[src/rtl/edge_capture_timer.sv]
module edge_capture_timer #(
  parameter int W = 32,
  parameter int RST_CYC = 4
) (
  input  logic         clk,
  input  logic         rst_n,
  input  logic         reg_we,
  input  logic [2:0]   reg_addr,
  input  logic [W-1:0] reg_wdata,
  output logic [W-1:0] reg_rdata,
  input  logic         evt_in,
  output logic         evt_out,
  output logic         evt_oe,
  output logic         irq
);
  localparam int RCW = $clog2(RST_CYC + 1);

  logic [4:0]   ctrl;
  logic [W-1:0] cnt, ld, cap;
  logic [1:0]   raw, ien, raw_nxt;
  logic [2:0]   syn;
  logic [RCW-1:0] rst_cnt;
  logic busy, go, rise, fall, hit;

  assign busy = |rst_cnt;
  assign go   = reg_we && !busy && reg_addr == 3'd7 && reg_wdata[0];
  assign rise = syn[1] & ~syn[2];
  assign fall = ~syn[1] & syn[2];
  assign hit  = (ctrl[2] & rise) | (ctrl[3] & fall);

  function automatic logic wr(input logic [2:0] a);
    return reg_we && !busy && reg_addr == a;
  endfunction

  always_comb begin
    raw_nxt = raw;
    if (wr(3'd5)) raw_nxt = raw_nxt & ~reg_wdata[1:0];
    if (hit && !raw[0]) raw_nxt[0] = 1'b1;
    if (!wr(3'd1) && ctrl[0] && &cnt) raw_nxt[1] = 1'b1;
  end

  always_ff @(posedge clk or negedge rst_n) begin
    if (!rst_n) rst_cnt <= '0;
    else if (go) rst_cnt <= RCW'(RST_CYC);
    else if (busy) rst_cnt <= rst_cnt - 1'b1;
  end

  always_ff @(posedge clk or negedge rst_n) begin
    if (!rst_n) begin
      ctrl <= '0; cnt <= '0; ld <= '0; cap <= '0;
      raw <= '0; ien <= '0; syn <= '0;
    end else if (go || busy) begin
      ctrl <= '0; cnt <= '0; ld <= '0; cap <= '0;
      raw <= '0; ien <= '0; syn <= '0;
    end else begin
      syn <= {syn[1:0], evt_in};
      raw <= raw_nxt;
      if (hit && !raw[0]) cap <= cnt;
      if (wr(3'd1)) cnt <= reg_wdata;
      else if (ctrl[0]) cnt <= (&cnt) ? (ctrl[1] ? ld : '0) : cnt + 1'b1;
      if (wr(3'd0)) ctrl <= reg_wdata[4:0];
      if (wr(3'd2)) ld <= reg_wdata;
      if (wr(3'd6)) ien <= reg_wdata[1:0];
    end
  end

  always_comb begin
    case (reg_addr)
      3'd0: reg_rdata = W'(ctrl);
      3'd1: reg_rdata = cnt;
      3'd2: reg_rdata = ld;
      3'd3: reg_rdata = cap;
      3'd4: reg_rdata = W'(raw);
      3'd5: reg_rdata = W'(raw & ien);
      3'd6: reg_rdata = W'(ien);
      default: reg_rdata = W'(busy);
    endcase
  end

  assign evt_out = 1'b0;
  assign evt_oe  = ~ctrl[4];
  assign irq     = |(raw & ien);
endmodule


[config.mk]
export PLATFORM = sky130hd
export DESIGN_NAME = edge_capture_timer
export DESIGN_NICKNAME = d
export VERILOG_FILES = /design/src/rtl/edge_capture_timer.sv
export SDC_FILE = /design/constraint.sdc
export NUM_CORES = 1
export LEC_CHECK = 0
export BUFFER_PORTS_ARGS = -buffer_cell sky130_fd_sc_hd__buf_4
export CORE_UTILIZATION = 64
export CTS_CLUSTER_DIAMETER = 40
export DETAILED_ROUTE_END_ITERATION = 16
export PLACE_DENSITY = 0.86
export SYNTH_ARGS = -nofsm -noshare
export SYNTH_HDL_FRONTEND = slang
export SYNTH_SLANG_ARGS = --single-unit
[constraint.sdc]
create_clock -name clk -period 5.8 [get_ports clk]
set_clock_uncertainty 0.15 [all_clocks]
set_input_delay 0.29 -clock clk [delete_from_list [all_inputs] [get_ports clk]]
set_output_delay 0.29 -clock clk [all_outputs]
set_load 0.01 [all_outputs]
Word level (Yosys, flattened, before mapping). Cells that the tools add are included.

Add/sub/neg operators: 2. Equality and inequality tests: 7. Mux-type cells: 21. Bitwise operators: 12. Reduce and logical (&&, ||, !) cells: 27.

Operator list (count): 2-to-1 mux 32 bit (9); one-hot mux 32 bit (7 select lines) (1); adder 32 x 1 -> 32 bit (second input constant) (1); AND reduction 32 bit (1); == test 3 bit (second input constant) (4); logical AND 1 bit (11); 2-to-1 mux 5 bit (2); nonzero test 2 bit (5); 2-to-1 mux 3 bit (3); nonzero test 3 bit (3); 2-to-1 mux 2 bit (4); AND 2 bit (3); == test 3 x 2 -> 1 bit (second input constant) (2); AND 1 bit (4); == test 3 x 1 -> 1 bit (second input constant) (1); zero test 1 bit (3); zero test 3 bit (1); NOT 1 bit (3); OR reduction 3 bit (1); subtractor 3 x 1 -> 3 bit (second input constant) (1); 2-to-1 mux 1 bit (2); NOT 2 bit (1); OR reduction 2 bit (1); logical OR 1 bit (1); OR 1 bit (1).

Flip-flop bits (word level): 111. Output and inout bits: 35.

Depth between registers and ports, before layout. Gate-level depths: netlist of the first run.

Depth in word-level cells: 9. Mapped depth: 10. Depth with buffers taken out: 7.

Worst setup path before layout of the first run. Ideal clock, no wire load.

Path kind: register to register. Start: register rst_cnt[0]. End: register cnt[20]. Library setup time: 0.087 ns. Arrival: 2.094 ns. Path slack: 3.469 ns. Stages on the path, launching flop included: 11. Buffers on the path: 3. Period minus slack after synthesis: 2.331 ns. Path through: dfrtp_1 inv_1 ha_1 and2b_1 o21ai_0 buf_2 nor3_2 buf_2 buf_2 nand2_1 a22oi_1.

Longest elaborated chain between the ends: 7.

Ends and longest elaborated chain: from (decl) (line 22) `logic [RCW-1:0] rst_cnt;`; from (signal assigned) (line 44) `else if (go) rst_cnt <= RCW'(RST_CYC);`; from (signal assigned) (line 45) `else if (busy) rst_cnt <= rst_cnt - 1'b1;`; OR reduction 3 bit * (line 25) `assign busy = |rst_cnt;`; zero test 1 bit (line 26, 32); logical AND 1 bit (line 26, 32); logical AND 1 bit (2 in series) (line 26) `assign go = reg_we && !busy && reg_addr == 3'd7 && reg_wdata[0];`; logical OR 1 bit (line 52) `end else if (go || busy) begin`; nonzero test 3 bit (no line) / 2-to-1 mux 32 bit (equally long branches); to (signal assigned) (line 59) `if (wr(3'd1)) cnt <= reg_wdata;`; to (signal assigned) (line 60) `else if (ctrl[0]) cnt <= (&cnt) ? (ctrl[1] ? ld : '0) : cnt + 1'b1;`; to (decl) (line 19) `logic [W-1:0] cnt, ld, cap;`.

Every way passes the cells marked *; elsewhere a longest branch is shown, timed or not. A chain may end at the register's enable or synchronous reset.

Final worst setup path of the first run.
Start: register cnt[11]. End: register cnt[25].

Longest elaborated chain between the ends: 5.

Ends and longest elaborated chain (line): adder 32 x 1 -> 32 bit / AND reduction 32 bit (equally long branches) (60); 2-to-1 mux 32 bit * (2 in series) (60); 2-to-1 mux 32 bit * (59); 2-to-1 mux 32 bit * (52).

Every way passes the cells marked *; elsewhere a longest branch is shown, timed or not. The select of a mux whose other input is x is not followed.

==> results by group, run 1 <==
Job
  • Maximum capacitance violations: 0

Logic synthesis
  • Top post-synthesis cells by count: 111 x sky130_fd_sc_hd__dfrtp_1, 107 x sky130_fd_sc_hd__nor2_1, 94 x sky130_fd_sc_hd__nand2_1
  • Ranking of synthesized cells by area: sky130_fd_sc_hd__dfrtp_1 41%, sky130_fd_sc_hd__mux2i_1 10%, sky130_fd_sc_hd__nor2_1 6.0%
  • Most used DFF post-synth: sky130_fd_sc_hd__dfrtp_1
  • Post-synthesis sequential area ratio: between 40% and 50%
  • Synthesized instance count: 760
  • Number of synthesized flops with an enable pin: 0
  • Count of unique library cells instantiated by Yosys: 60
  • Number of nets in the synthesized netlist: 802
  • Portion of synthesized cell area occupied by the leading cell type: about 41%
  • Cell taking the most area after synthesis: sky130_fd_sc_hd__dfrtp_1
  • Most common cell in the synthesized netlist: sky130_fd_sc_hd__dfrtp_1
  • Async SR Flop Fraction: between 90% and 100%
  • Flop and latch count out of synthesis: around 110
  • Yosys warnings: 0
  • Average instance area after synthesis: 8.826 um2
  • Post-Syn Area: between 6000 and 7000 um2

Clock network
  • Clock root buffer: sky130_fd_sc_hd__clkbuf_8
  • TritonCTS clock tree: yes
  • TritonCTS buffer count: 9
  • Number of sinks driven by the clock tree: 111
  • CTS clock-pin slew for the worst setup and hold paths: between 0.1 and 0.15 ns
  • Worst-skew pair later-pin latency: a little under 0.4 ns
  • H-tree depth: 3
  • Longest Clk Path Bufs: 2
  • Post-CTS repair timing setup buffer count: 0

Timing
  • Final worst slack: ~2.7 ns
  • RSZ-0062 raised after global routing: false
  • Slew HR: about a third
  • Final critical path time including I/O delays and setup: roughly 3.1 ns
  • Max-slew violation count: 0
  • Finish-stage setup viols: 0
  • Fmax: around 320 MHz
  • Setup TNS after final layout: 0 ns
  • Hold violation count in the final report: 0
  • Transition at the pin with the smallest max-transition slack: just under 1 ns
  • Fraction of the cycle the final worst path needs: a little over half

Power
  • Leakage power of the design: ~3.2 nW
  • Total power divided by cell area: ~210 nW/um2
  • Peak ir drop on the vdd network: 0.1608 mV

Global route
  • Met2 usage: roughly three fifths
  • Gr usage total: a little over a third
  • GR Util met3: approximately 7.4%
  • First-pass GRT wire length: 31420 um
  • Busiest grt layer: met2
  • Remaining global-route overflow: 0
  • Vias in the first global route: about 6.2k
  • Initial antenna violation count: 0
  • Met1 track utilization from global routing: a little under half
  • Largest net degree at the start of global routing: 83

Die
  • Height of the chip: 104.4 um
  • Boundary pin count: 74
  • Initial core utilization: around two thirds
  • Number of rows created at floorplan: 37
  • Floorplan die area: between 10000 and 15000 um2
  • Die Width: approximately 100 um
  • Core region area: roughly 10000 um2

Worst hold path
  • HP Class: input port to flip-flop

Placed design
  • Instance area after placement: between 7000 and 8000 um2
  • Setup WS pre-CTS: around 2.5 ns
  • Final weighted congestion in routability-driven placement: 0.9210
  • Detailed placer's ending HPWL: approximately 12000 um
  • IO buf count: slightly above 70

Finish
  • Fillers: ~760
  • Final instance area: between 7000 and 8000 um2
  • Fraction of final layout cells sized beyond drive strength 1: between 10% and 20%
  • Final layout net count: approximately 850
  • Count of antenna diodes in the layout: 0
  • Area added between synthesis and finish: 13.80%

Drt
  • Number of optimization iterations in the first detailed-route pass: 6
  • Post-DRT Antenna Nets: 0
  • Final WL: 19030 um
  • Post-detailed-route via-to-cell ratio: around 6.7
  • Routed wirelength normalized by instance count: between 20 and 25 um
  • Iter 0 DRT Violations: 642
  • Number of remaining DRC errors: 0
  • Via Count: about 6.3k

Critical path
  • Maximum fanout along the worst path: 16
  • Worst EP arrival: between 3 and 4 ns
  • Crit Path Category: flip-flop to flip-flop
  • Critical path launch point type: flip-flop
  • Endpoint type of the worst setup path: flip-flop
  • Worst EP required: 5.97 ns

Outcome
  • Outcome: completed
## cells in the final DEF (no fill, tap or decap), types with 4 or more instances in the layout
| master | instances |
|---|---|
| sky130_fd_sc_hd__dlygate4sd3_1 | 17 |
| sky130_fd_sc_hd__a31oi_1 | 7 |
| sky130_fd_sc_hd__clkbuf_8 | 12 |
| sky130_fd_sc_hd__mux2i_1 | 69 |
| sky130_fd_sc_hd__buf_4 | 83 |
| sky130_fd_sc_hd__mux4_2 | 4 |
| sky130_fd_sc_hd__and3_1 | 11 |
| sky130_fd_sc_hd__a22o_1 | 14 |
| sky130_fd_sc_hd__a21oi_1 | 79 |
| sky130_fd_sc_hd__nand2_1 | 94 |
| sky130_fd_sc_hd__and2_1 | 8 |
| sky130_fd_sc_hd__nand3_1 | 20 |
| sky130_fd_sc_hd__and4_1 | 12 |
| sky130_fd_sc_hd__nor2_1 | 105 |
| sky130_fd_sc_hd__a221o_1 | 12 |
| sky130_fd_sc_hd__xnor2_1 | 16 |
| sky130_fd_sc_hd__dfrtp_1 | 111 |
| sky130_fd_sc_hd__a211oi_1 | 4 |
| sky130_fd_sc_hd__nand4_1 | 19 |
| sky130_fd_sc_hd__inv_1 | 9 |
| sky130_fd_sc_hd__nor3_1 | 5 |
| sky130_fd_sc_hd__a22oi_1 | 9 |
| sky130_fd_sc_hd__o21ai_0 | 17 |
| sky130_fd_sc_hd__o211ai_1 | 7 |
| sky130_fd_sc_hd__a211o_1 | 5 |
## flip-flops by register name, summed over array words and instances (netlist names)
| register | flops |
|---|---|
| raw | 2 |
| ctrl | 5 |
| ld | 32 |
| cap | 32 |
| cnt | 32 |
| rst_cnt | 3 |
| syn | 3 |
| ien | 2 |
## layer usage
metal | routed length, um | up-vias | part of all wire, %
li1 | - | 2807 | -
met1 | 7435 | 3095 | 39
met2 | 9166 | 354 | 48
met3 | 1759 | 65 | 9.2
met4 | 668 | 0 | 3.5
met5 | 0 | - | 0
## worst max-delay path: stages, from the launching register on
cell and delay, ns:
sky130_fd_sc_hd__dfrtp_1 0.53, sky130_fd_sc_hd__and4_1 0.48, sky130_fd_sc_hd__nand4_4 0.21, sky130_fd_sc_hd__nor4_4 0.70, sky130_fd_sc_hd__and2_1 0.72, sky130_fd_sc_hd__a221o_1 0.28
## what timing repair did
action | in CTS | in global routing
hold endpoints to repair | 60 | 0
hold buffers | 17 | 0
gates resized for setup | 0 | 0
## area by class of cell
type | count | area [um2] | area share [%]
clock inverters | 4 | 76.32 | 0.9998
flip-flops and latches | 111 | 2778 | 36.39
repair buffers | 100 | 793.3 | 10.39
well taps | 136 | 170.2 | 2.229
inverters | 9 | 33.78 | 0.4426
clock buffers | 12 | 165.2 | 2.164
multi-input cells | 573 | 3617 | 47.39
## path summary, 6_finish.rpt
kind,startpoint,to,slack (ns),cells past startpoint
setup / recovery,cnt[11],cnt[25],2.67,5
hold / removal,reg_wdata[20],ld[20],0.008,3
setup reg to reg,cnt[11],cnt[25],2.67,5
hold reg to reg,syn[0],syn[1],0.31,1
max in group asynchronous,rst_n,cnt[4],3.92,3
min in group asynchronous,rst_n,cnt[26],0.27,2
## where the power goes
part | internal [W] | leakage (nW) | switching [W] | total, W
Sequential | 0.000792 | 1.54 | 0.0000155 | 0.000807
Clock | 0.000280 | 0.119 | 0.000271 | 0.000551
Combinational | 0.0000802 | 1.55 | 0.000200 | 0.000280
Total | 0.00115 | 3.21 | 0.000487 | 0.00164
## cell families (layout without fill, tap and decap cells)
| family | count (synthesis) | count (layout) | share of synthesized area (%) |
|---|---|---|---|
| AO/OA/AOI/OAI | 173 | 173 | 16.60 |
| XOR/XNOR | 19 | 19 | 2.481 |
| adder cells (fa/ha/maj) | 3 | 3 | 0.5597 |
| buffers and inverters | 76 | 125 | 5.074 |
| flip-flops | 111 | 111 | 41.41 |
| multiplexers | 75 | 75 | 11.98 |
| other | 1 | 1 | 0.05591 |
| AND/OR/NAND/NOR | 302 | 302 | 21.84 |
## metrics by stage
stage	total power (W)	hold slack, ns	utilization, %	cells
6_report	0.001638	0.008146	74.61	945
3_5_place_dp	0.001086	0.1602	70.59	912
5_1_grt	0.001689	0.002814	74.61	945
4_1_cts	0.001635	0.002114	74.61	945
3_3_place_gp	0.001076	0.1598	70.59	912
2_1_floorplan	0.0009809	-0.1556	-	760
Note: power is estimated with default switching activity, not from simulation.
==> run 2, diff against run 1 <==
--- a/config.mk
+++ b/config.mk
@@ -6,10 +6,10 @@
 export NUM_CORES = 1
 export LEC_CHECK = 0
 export BUFFER_PORTS_ARGS = -buffer_cell sky130_fd_sc_hd__buf_4
-export CORE_UTILIZATION = 64
+export CORE_UTILIZATION = 59
 export CTS_CLUSTER_DIAMETER = 40
 export DETAILED_ROUTE_END_ITERATION = 16
-export PLACE_DENSITY = 0.86
+export PLACE_DENSITY = 0.8
 export SYNTH_ARGS = -nofsm -noshare
 export SYNTH_HDL_FRONTEND = slang
 export SYNTH_SLANG_ARGS = --single-unit
==> constraint.sdc (replaced) <==
create_clock -name clk -period 3.05 [get_ports clk]
set_clock_uncertainty 0.15 [all_clocks]
set_input_delay 0.1525 -clock clk [delete_from_list [all_inputs] [get_ports clk]]
set_output_delay 0.1525 -clock clk [all_outputs]
set_load 0.01 [all_outputs]
==> results by group, run 2 (same netlist as run 1, synthesis figures left out) <==
Clock network
  • H-tree depth: 3 (unchanged)
  • TritonCTS buffer count: 9 (unchanged)
  • Worst-skew pair later-pin latency: 0.36 ns (was 0.39 ns)
  • CTS clock-pin slew for the worst setup and hold paths: 0.07 ns (was 0.11 ns)
  • Number of sinks driven by the clock tree: 111 (unchanged)
  • TritonCTS clock tree: yes (unchanged)
  • Clock root buffer: sky130_fd_sc_hd__clkbuf_16 (was sky130_fd_sc_hd__clkbuf_8)
  • Post-CTS repair timing setup buffer count: 0 (unchanged)
  • Longest Clk Path Bufs: 2 (unchanged)

Outcome
  • Outcome: completed (unchanged)

Global route
  • GR Util met3: 7.352% (was 7.393%)
  • Busiest grt layer: met2 (unchanged)
  • Initial antenna violation count: 0 (unchanged)
  • Largest net degree at the start of global routing: 59 (was 83)
  • Gr usage total: 37.39% (was 36.57%)
  • Met2 usage: 63.83% (was 58.99%)
  • Met1 track utilization from global routing: 47.24% (was 47.26%)
  • Vias in the first global route: 6376 (was 6243)
  • Remaining global-route overflow: 0 (unchanged)
  • First-pass GRT wire length: 33070 um (was 31420 um)

Drt
  • Post-detailed-route via-to-cell ratio: 6.620 (was 6.689)
  • Routed wirelength normalized by instance count: 21.26 um (was 20.14 um)
  • Number of remaining DRC errors: 0 (unchanged)
  • Via Count: 6501 (was 6321)
  • Post-DRT Antenna Nets: 0 (unchanged)
  • Iter 0 DRT Violations: 627 (was 642)
  • Number of optimization iterations in the first detailed-route pass: 5 (was 6)
  • Final WL: 20880 um (was 19030 um)

Placed design
  • Setup WS pre-CTS: 0.4205 ns (was 2.527 ns)
  • IO buf count: 72 (unchanged)
  • Detailed placer's ending HPWL: 13760 um (was 12010 um)
  • Final weighted congestion in routability-driven placement: 0.9399 (was 0.9210)

Timing
  • Final worst slack: 0.3530 ns (was 2.668 ns)
  • Max-slew violation count: 0 (unchanged)
  • Finish-stage setup viols: 0 (unchanged)
  • Transition at the pin with the smallest max-transition slack: 0.7777 ns (was 0.9647 ns)
  • Fraction of the cycle the final worst path needs: 88.43% (was 54.00%)
  • Fmax: 370.8 MHz (was 319.3 MHz)
  • Setup TNS after final layout: 0 ns (unchanged)
  • WHS: 0.02879 ns (was 0.008146 ns)
  • Slew HR: 47.87% (was 35.19%)
  • RSZ-0062 raised after global routing: false (unchanged)
  • Hold violation count in the final report: 0 (unchanged)
  • Final critical path time including I/O delays and setup: 2.697 ns (was 3.132 ns)

Die
  • Die Width: 108.6 um (was 104.4 um)
  • Core region area: 10940 um2 (was 10230 um2)
  • Height of the chip: 108.6 um (was 104.4 um)
  • Boundary pin count: 74 (unchanged)
  • Floorplan die area: 11800 um2 (was 10890 um2)
  • Initial core utilization: 61.34% (was 65.56%)
  • Number of rows created at floorplan: 38 (was 37)

Finish
  • Area added between synthesis and finish: 19.31% (was 13.80%)
  • Most used cells in the layout excluding fill and tap cells: 111 x sky130_fd_sc_hd__dfrtp_1, 105 x sky130_fd_sc_hd__nor2_1, 99 x sky130_fd_sc_hd__buf_4 (was 111 x sky130_fd_sc_hd__dfrtp_1, 105 x sky130_fd_sc_hd__nor2_1, 94 x sky130_fd_sc_hd__nand2_1)
  • Final layout net count: 881 (was 846)
  • Fraction of final layout cells sized beyond drive strength 1: 15.68% (was 14.34%)
  • Count of antenna diodes in the layout: 0 (unchanged)
  • Leading registers by flop count: cap x32, cnt x32, ld x32 (unchanged)
  • Post-route core utilization: 73.18% (was 74.61%)
  • Leading cell type in the layout, fill and taps excluded: sky130_fd_sc_hd__dfrtp_1 (unchanged)

Critical path
  • Maximum fanout along the worst path: 16 (unchanged)
  • Worst EP required: 3.19 ns (was 5.97 ns)
  • Critical path launch point type: flip-flop (unchanged)
  • Worst EP arrival: 2.84 ns (was 3.31 ns)
  • R2r startpoint: cnt[11] (unchanged)
  • Endpoint type of the worst setup path: flip-flop (unchanged)
  • Crit Path Category: flip-flop to flip-flop (unchanged)
  • Critical path startpoint: cnt[11] (unchanged)

Power
  • Total power divided by cell area: 409.6 nW/um2 (was 214.6 nW/um2)
  • Peak ir drop on the vdd network: 0.4032 mV (was 0.1608 mV)
  • Leakage power of the design: 3.392 nW (was 3.214 nW)

Worst hold path
  • HP Class: input port to flip-flop (unchanged)
  • Hold path startpoint: reg_addr[1] (was reg_wdata[20])

Job
  • Maximum capacitance violations: 0 (unchanged)
run 2: cell count changes in the layout (fill, tap and decap cells not counted), moves of 2 or more:
cell | previous run | this run
sky130_fd_sc_hd__dlygate4sd3_1 | 17 | 35
sky130_fd_sc_hd__buf_4 | 83 | 99
sky130_fd_sc_hd__clkbuf_8 | 12 | 2
sky130_fd_sc_hd__clkbuf_16 | 0 | 9
sky130_fd_sc_hd__bufinv_16 | 2 | 0
run 2: critical path, cell delays in order, from the launching register on:
cell and delay [ns]:
sky130_fd_sc_hd__dfrtp_1 0.53, sky130_fd_sc_hd__and4_1 0.50, sky130_fd_sc_hd__nand4_4 0.22, sky130_fd_sc_hd__nor4_4 0.32, sky130_fd_sc_hd__and2_1 0.63, sky130_fd_sc_hd__a221o_1 0.28
run 2: cell type report:
class                      instances  area, um2
sequential                       111       2778
tap                              140      175.2
multi-input combinational        573       3630
fill                             848       2933
clock inverter                     3      20.02
inverter                           9      33.78
clock buffer                      11      252.7
timing repair buffer             135       1114
run 2: worst paths after layout:
check	end	slack, ns	cells past startpoint
max	cnt[19]	0.35	5
min reg2reg	syn[1]	0.32	1
min	ld[0]	0.03	2
max in group asynchronous	ld[9]	1.72	3
min in group asynchronous	cap[28]	0.24	2
max reg2reg	cnt[19]	0.35	5
run 2: timing repair:
action	4_1_cts	5_1_grt
hold buffers	35	0
hold endpoints to repair	116	0
gates resized for setup	0	0
run 2: layer usage:
metal	vias up	part of all wire, %
met5	-	0
met4	0	3.0
met3	77	8.8
met2	376	49
met1	3175	39
li1	2873	-
run 2: power breakdown:
part | switching, W | internal (W)
sequential | 0.0000293 | 0.00151
clock | 0.000547 | 0.000589
combinational | 0.000406 | 0.000202
total | 0.000982 | 0.00230
run 2: per-stage QoR:
stage	area (um2)	std cells	power, W
global route	8003	982	0.003392
detailed placement	7380	933	0.002119
CTS	8003	982	0.003280
global placement	7380	933	0.002104
finish	8003	982	0.003278
floorplan	6708	760	0.001865
